`config.mk`:
```
export PLATFORM = sky130hd
export DESIGN_NAME = can_xcvr_mode_ctrl
export DESIGN_NICKNAME = d
export VERILOG_FILES = /design/src/rtl/can_xcvr_pkg.sv /design/src/rtl/can_xcvr_mode_decode.sv /design/src/rtl/can_xcvr_out_reg.sv /design/src/rtl/can_v2_supervisor.sv /design/src/rtl/can_xcvr_mode_ctrl.sv
export SDC_FILE = /design/constraint.sdc
export NUM_CORES = 1
export LEC_CHECK = 0
export ABC_AREA = 1
export CAP_MARGIN = 30
export CELL_PAD_IN_SITES_DETAIL_PLACEMENT = 2
export CELL_PAD_IN_SITES_GLOBAL_PLACEMENT = 2
export CORE_AREA = 2 2 39 41
export DETAILED_ROUTE_END_ITERATION = 10
export DIE_AREA = 0 0 41 43
export GPL_TIMING_DRIVEN = 0
export PLACE_DENSITY = 0.63
export SYNTH_ARGS = -nofsm -noshare
export SYNTH_HDL_FRONTEND = slang
export SYNTH_SLANG_ARGS = --single-unit
```
`constraint.sdc`:
```
create_clock -name clk -period 1 [get_ports clk]
set_clock_uncertainty 0.1 [all_clocks]
set_input_delay 0.1 -clock clk [delete_from_list [all_inputs] [get_ports clk]]
set_output_delay 0.1 -clock clk [all_outputs]
set_load 0.02 [all_outputs]
```
`src/rtl/can_xcvr_pkg.sv`:
```
package can_xcvr_pkg;

    localparam int MODE_W = 2;

    localparam logic [MODE_W-1:0] SYS_NORMAL_V2ON = 2'b11;

    typedef enum logic [1:0] {
        XM_OFF    = 2'd0,
        XM_LOWPWR = 2'd1,
        XM_WAIT   = 2'd2,
        XM_ACTIVE = 2'd3
    } xcvr_mode_e;

    typedef struct packed {
        logic v2_en;
        logic trx_en;
        logic wake_en;
        logic split_en;
    } xcvr_ctl_t;

    localparam xcvr_ctl_t CTL_RESET = '{v2_en: 1'b0, trx_en: 1'b0,
                                        wake_en: 1'b0, split_en: 1'b0};

    function automatic logic is_normal(input logic [MODE_W-1:0] m);
        return m[MODE_W-1];
    endfunction

    function automatic xcvr_mode_e resolve_mode(input logic [MODE_W-1:0] m,
                                                input logic stby,
                                                input logic supply_ok);
        xcvr_mode_e r;
        if (stby)
            r = XM_LOWPWR;
        else if (!is_normal(m))
            r = XM_OFF;
        else if (supply_ok)
            r = XM_ACTIVE;
        else
            r = XM_WAIT;
        return r;
    endfunction

    function automatic xcvr_ctl_t ctl_from_mode(input xcvr_mode_e xm,
                                                input logic v2_on);
        xcvr_ctl_t c;
        c.v2_en    = v2_on;
        c.trx_en   = (xm == XM_ACTIVE);
        c.split_en = (xm == XM_ACTIVE);
        c.wake_en  = (xm == XM_LOWPWR);
        return c;
    endfunction

endpackage

```
`src/rtl/can_xcvr_mode_decode.sv`:
```
module can_xcvr_mode_decode
    import can_xcvr_pkg::*;
(
    input  logic [MODE_W-1:0] sys_mode,
    input  logic              stby_bit,
    input  logic              supply_ok,
    output xcvr_mode_e        next_mode,
    output xcvr_ctl_t         next_ctl
);

    always_comb begin
        next_mode = resolve_mode(sys_mode, stby_bit, supply_ok);
        next_ctl  = ctl_from_mode(next_mode, sys_mode == SYS_NORMAL_V2ON);
    end

endmodule

```
`src/rtl/can_xcvr_out_reg.sv`:
```
module can_xcvr_out_reg
    import can_xcvr_pkg::*;
(
    input  logic              clk,
    input  logic              rst,
    input  logic [MODE_W-1:0] sys_mode,
    input  logic              stby_bit,
    input  logic              v2_uv,
    input  xcvr_ctl_t         next_ctl,
    output xcvr_ctl_t         ctl_q
);

    always_ff @(posedge clk) begin
        if (rst)
            ctl_q <= CTL_RESET;
        else
            ctl_q <= next_ctl;
    end

    // regulator enable follows the full two-bit code
    p_v2en_decode_r1: assert property (@(posedge clk) disable iff (rst)
        1'b1 |=> (ctl_q.v2_en == ($past(sys_mode) == 2'b11)));

    // standby request means Lowpower in every system mode
    p_lowpower_r3: assert property (@(posedge clk) disable iff (rst)
        stby_bit |=> (ctl_q.wake_en && !ctl_q.trx_en && !ctl_q.split_en));

    // Standby/Sleep without standby bit is fully off
    p_off_r4: assert property (@(posedge clk) disable iff (rst)
        (!sys_mode[1] && !stby_bit) |=>
        (!ctl_q.trx_en && !ctl_q.wake_en && !ctl_q.split_en));

    // no transmitter while the supply is low
    p_wait_uv_r5: assert property (@(posedge clk) disable iff (rst)
        (sys_mode[1] && !stby_bit && v2_uv) |=>
        (!ctl_q.trx_en && !ctl_q.split_en && !ctl_q.wake_en));

    // healthy Normal mode without standby turns Active
    p_active_r2: assert property (@(posedge clk) disable iff (rst)
        (sys_mode[1] && !stby_bit && !v2_uv) |=>
        (ctl_q.trx_en && ctl_q.split_en));

endmodule

```
`src/rtl/can_v2_supervisor.sv`:
```
module can_v2_supervisor
    import can_xcvr_pkg::*;
(
    input  logic clk,
    input  logic rst,
    input  logic normal_mode,
    input  logic supply_ok,
    input  logic irq_clr,
    output logic v2_status,
    output logic v2_uv_irq
);

    logic ok_prev;
    logic ok_fall;

    assign ok_fall = ok_prev && !supply_ok;

    always_ff @(posedge clk) begin
        if (rst) begin
            ok_prev   <= 1'b0;
            v2_status <= 1'b1;
            v2_uv_irq <= 1'b0;
        end else begin
            ok_prev   <= supply_ok;
            v2_status <= normal_mode ? supply_ok : 1'b1;
            if (ok_fall)
                v2_uv_irq <= 1'b1;
            else if (irq_clr)
                v2_uv_irq <= 1'b0;
        end
    end

    // status forced to 1 outside Normal mode
    p_status_idle_r6: assert property (@(posedge clk) disable iff (rst)
        !normal_mode |=> v2_status);

    // a supply loss always sets the flag
    p_irq_set_r7: assert property (@(posedge clk) disable iff (rst)
        (ok_prev && !supply_ok) |=> v2_uv_irq);

    // flag is sticky without a clear
    p_irq_hold_r8: assert property (@(posedge clk) disable iff (rst)
        (v2_uv_irq && !irq_clr) |=> v2_uv_irq);

    // a steady supply level never raises the flag from clear
    p_irq_no_level_r7: assert property (@(posedge clk) disable iff (rst)
        (!v2_uv_irq && (ok_prev == supply_ok)) |=> !v2_uv_irq);

endmodule

```
`src/rtl/can_xcvr_mode_ctrl.sv`:
```
module can_xcvr_mode_ctrl
    import can_xcvr_pkg::*;
(
    input  logic       clk,
    input  logic       rst,
    input  logic [1:0] sys_mode,
    input  logic       stby_bit,
    input  logic       v2_uv,
    input  logic       irq_clr,
    output logic       v2_en,
    output logic       trx_en,
    output logic       wake_en,
    output logic       split_en,
    output logic       v2_status,
    output logic       v2_uv_irq
);

    logic       supply_ok;
    xcvr_mode_e next_mode;
    xcvr_ctl_t  next_ctl;
    xcvr_ctl_t  ctl_q;

    assign supply_ok = !v2_uv;

    can_xcvr_mode_decode u_decode (
        .sys_mode  (sys_mode),
        .stby_bit  (stby_bit),
        .supply_ok (supply_ok),
        .next_mode (next_mode),
        .next_ctl  (next_ctl)
    );

    can_xcvr_out_reg u_outreg (
        .clk      (clk),
        .rst      (rst),
        .sys_mode (sys_mode),
        .stby_bit (stby_bit),
        .v2_uv    (v2_uv),
        .next_ctl (next_ctl),
        .ctl_q    (ctl_q)
    );

    can_v2_supervisor u_supv (
        .clk         (clk),
        .rst         (rst),
        .normal_mode (is_normal(sys_mode)),
        .supply_ok   (supply_ok),
        .irq_clr     (irq_clr),
        .v2_status   (v2_status),
        .v2_uv_irq   (v2_uv_irq)
    );

    assign v2_en    = ctl_q.v2_en;
    assign trx_en   = ctl_q.trx_en;
    assign wake_en  = ctl_q.wake_en;
    assign split_en = ctl_q.split_en;

    // decoder never reports Active while the supply is bad
    p_decode_active_r2: assert property (@(posedge clk) disable iff (rst)
        (next_mode == XM_ACTIVE) |-> supply_ok);

    // bus driver and wake detection never on together
    p_trx_wake_excl_r3: assert property (@(posedge clk) disable iff (rst)
        !(trx_en && wake_en));

endmodule

```
==> out/summary.txt <==
Status - finished clean
Worst-margin pin slew - 0.199 ns
Setup crit end kind - output pin
Filler instances - 175
R2R Path End - u_supv.v2_uv_irq
Max Fanout on Critical Path - 2
DRC - 0
DIE AREA - 1760 um2
Die width - 41 um
Final Power - 0.536 mW
Register area - 121 um2
Sink Count - 6
Fin nets - 42
Area share of fa/ha/maj cells after synthesis - 0%
Max Cap Violations - 0
Hold Path Sink - u_outreg.ctl_q[3]
Total Routing Usage GR - 7.36%
Post-Synth XOR/XNOR Area - 0%
Endpoints failing hold - 0
Switch Pwr - 0.117 mW
Std cell rows - 14
Antenna violations before repair - 0
Syn_nets - 26
Hold-fix buffers at CTS - 0
First drt pass iteration count - 1
Area occupied by multi-input gates - 45.0 um2
Post-synthesis compound-gate area fraction - 2.78%
Vias per Instance - 3.61
Crit path DAT - 0.72 ns
Worst setup path startpoint - u_outreg.ctl_q[2]
Final setup vio count - 0
Initial core utilization - 13.0%
Largest net degree at the start of global routing - 6
Resized Gates After CTS - 26
Htree depth - 1
Hold Worst Slack - 0.294 ns
Die Y - 43 um
Switching Share - 21.8%
# port buffers - 12
Critical Path Source Type - flop
Hold Path Cell Cnt - 3
Commonest non-fill, non-tap cell in the layout - clkdlybuf4s50_1
Internal reg-to-reg setup slack - 0.36 ns
Placed cells - 47
1st-iter DRT viols - 0
Dpl hpwl - 373 um
Wirelength per Cell - 9.86 um
Sequential share of power - 47.3%
Final instance area - 313 um2
Total CTS buffers - 3
YS warnings - 0
Routed Antenna Nets - 0
Syn Area/Cell - 9.48 um2
Unrepaired setup endpoints after global routing - no
Area growth syn-to-layout - 73.6%
WP data required - 0.80 ns
Post-synthesis simple-gate area fraction - 22.2%
Peak supply drop - 393 uV
Io pins - 13
FMAX - 1080 MHz
R2r worst-path depth - 2
Seq/Total Area, Yosys - 66.7%
CTS Root Cell - clkbuf_4
Leakage power - 0.143 nW
First-pass GRT wire length - 717 um
Worst path slowest cell - dfxtp_2
Period utilization - 92.2%
Diodes inserted - 0
Fin crit period - 0.922 ns
Hold Crit Class - primary input to flop
Floorplan core area - 1380 um2
Post-route insts no fill - 49
Crit-path leading delay family - flip-flops
Cell area after placement - 320 um2
Combinational share of power - 11.5%
Internal Pwr Total - 0.419 mW
Pwr Density - 1710 nW/um2
CP Cell Sequence - buf_2
Vias in the first global route - 199
Post-Route WL - 483 um
Postcts setup bufs - 0
Final Core Density - 22.6%
Most frequent cells in the layout - clkdlybuf4s50_1, buf_2, dfxtp_1, nand2_1
Post-synthesis mux area share - 0%
Layout cells sized above 1 - 33.3%
Post-synthesis instance area - 180 um2
Buf/Inv on CP - 1
Clock power frac - 41.2%
Max incr delay on CP - 0.32 ns
Hold Startpoint - sys_mode[0]
Worst-case clock buffer depth - 2
Post-synthesis register bit count - 6
Max Slew Vio Count - 0
Synthesized instance count - 19
Relative slew slack - 86.7%
GPL Wtd Cong - 0.575
Synth cell types - 8
Vias - 177
Worst-skew pair later-pin latency - 0.24 ns
WS Path Type - flop to output pin
Largest family of logic cells by synthesized area - simple AND/OR/NAND/NOR gates
Worst R2R Start - u_supv.v2_uv_irq
Total gr overflow - 0
CTS tree - yes
Reg clk slew, reported paths - 0.04 ns
-- worst max-delay path by stage --
stage | endpoint | slack [ns] | cells after the start
final | split_en | 0.08 | 1
after global routing | split_en | 0.04 | 1
after CTS | trx_en | -0.001 | 2
after detailed placement | trx_en | -0.20 | 2
after global placement | trx_en | -0.19 | 2
after floorplan | trx_en | 0.21 | 1
-- sequential cells by signal, summed over array words and instances, names as in the netlist --
signal,cells
u_supv.ok_prev,1
u_outreg.ctl_q,3
u_supv.v2_status,1
u_supv.v2_uv_irq,1
-- cell type report --
type,instances,area share (%)
multi-input cells,10,14.4
clock buffers,3,7.20
inverters,2,2.40
well taps,16,6.40
repair buffers,12,30.8
flip-flops and latches,6,38.8
-- cell usage after synthesis --
library cell	n	share of area, %
a21oi_1	1	2.8
buf_4	1	4.2
dfxtp_1	6	67
nand3b_1	1	4.2
nor2_2	1	3.5
nor2_1	3	6.2
inv_1	2	4.2
nand2_1	4	8.3
-- stage by stage --
step / worst slack, ns / TNS (ns)
after global placement: -0.194 / -0.695
after detailed placement: -0.199 / -0.785
final: 0.0776 / 0
after CTS: -0.00119 / -0.00119
after floorplan: 0.205 / 0
after global routing: 0.0440 / 0
-- power groups by stage --
stage / sequential, mW / clock, mW / combinational [mW]
2_1_floorplan: 0.268 / 0 / 0.0121
3_3_place_gp: 0.257 / 0 / 0.0694
3_5_place_dp: 0.258 / 0 / 0.0708
4_1_cts: 0.253 / 0.232 / 0.0647
5_1_grt: 0.254 / 0.238 / 0.0668
6_report: 0.253 / 0.221 / 0.0615
-- per-layer routing --
layer	wire length (um)	part of all wire (%)	vias up	track usage, %
li1	-	-	84	-
met4	48	9.9	0	14.0
met1	145	30	78	6.19
met2	226	47	11	9.38
met3	62	13	4	1.57
met5	0	0	-	0
-- logic make-up (layout without fill, tap and decap cells) --
family | after synthesis | after routing
compound gates | 1 | 1
flops | 6 | 6
simple gates | 9 | 9
buf+inv | 3 | 17
Power figures use the tool's default switching activity.
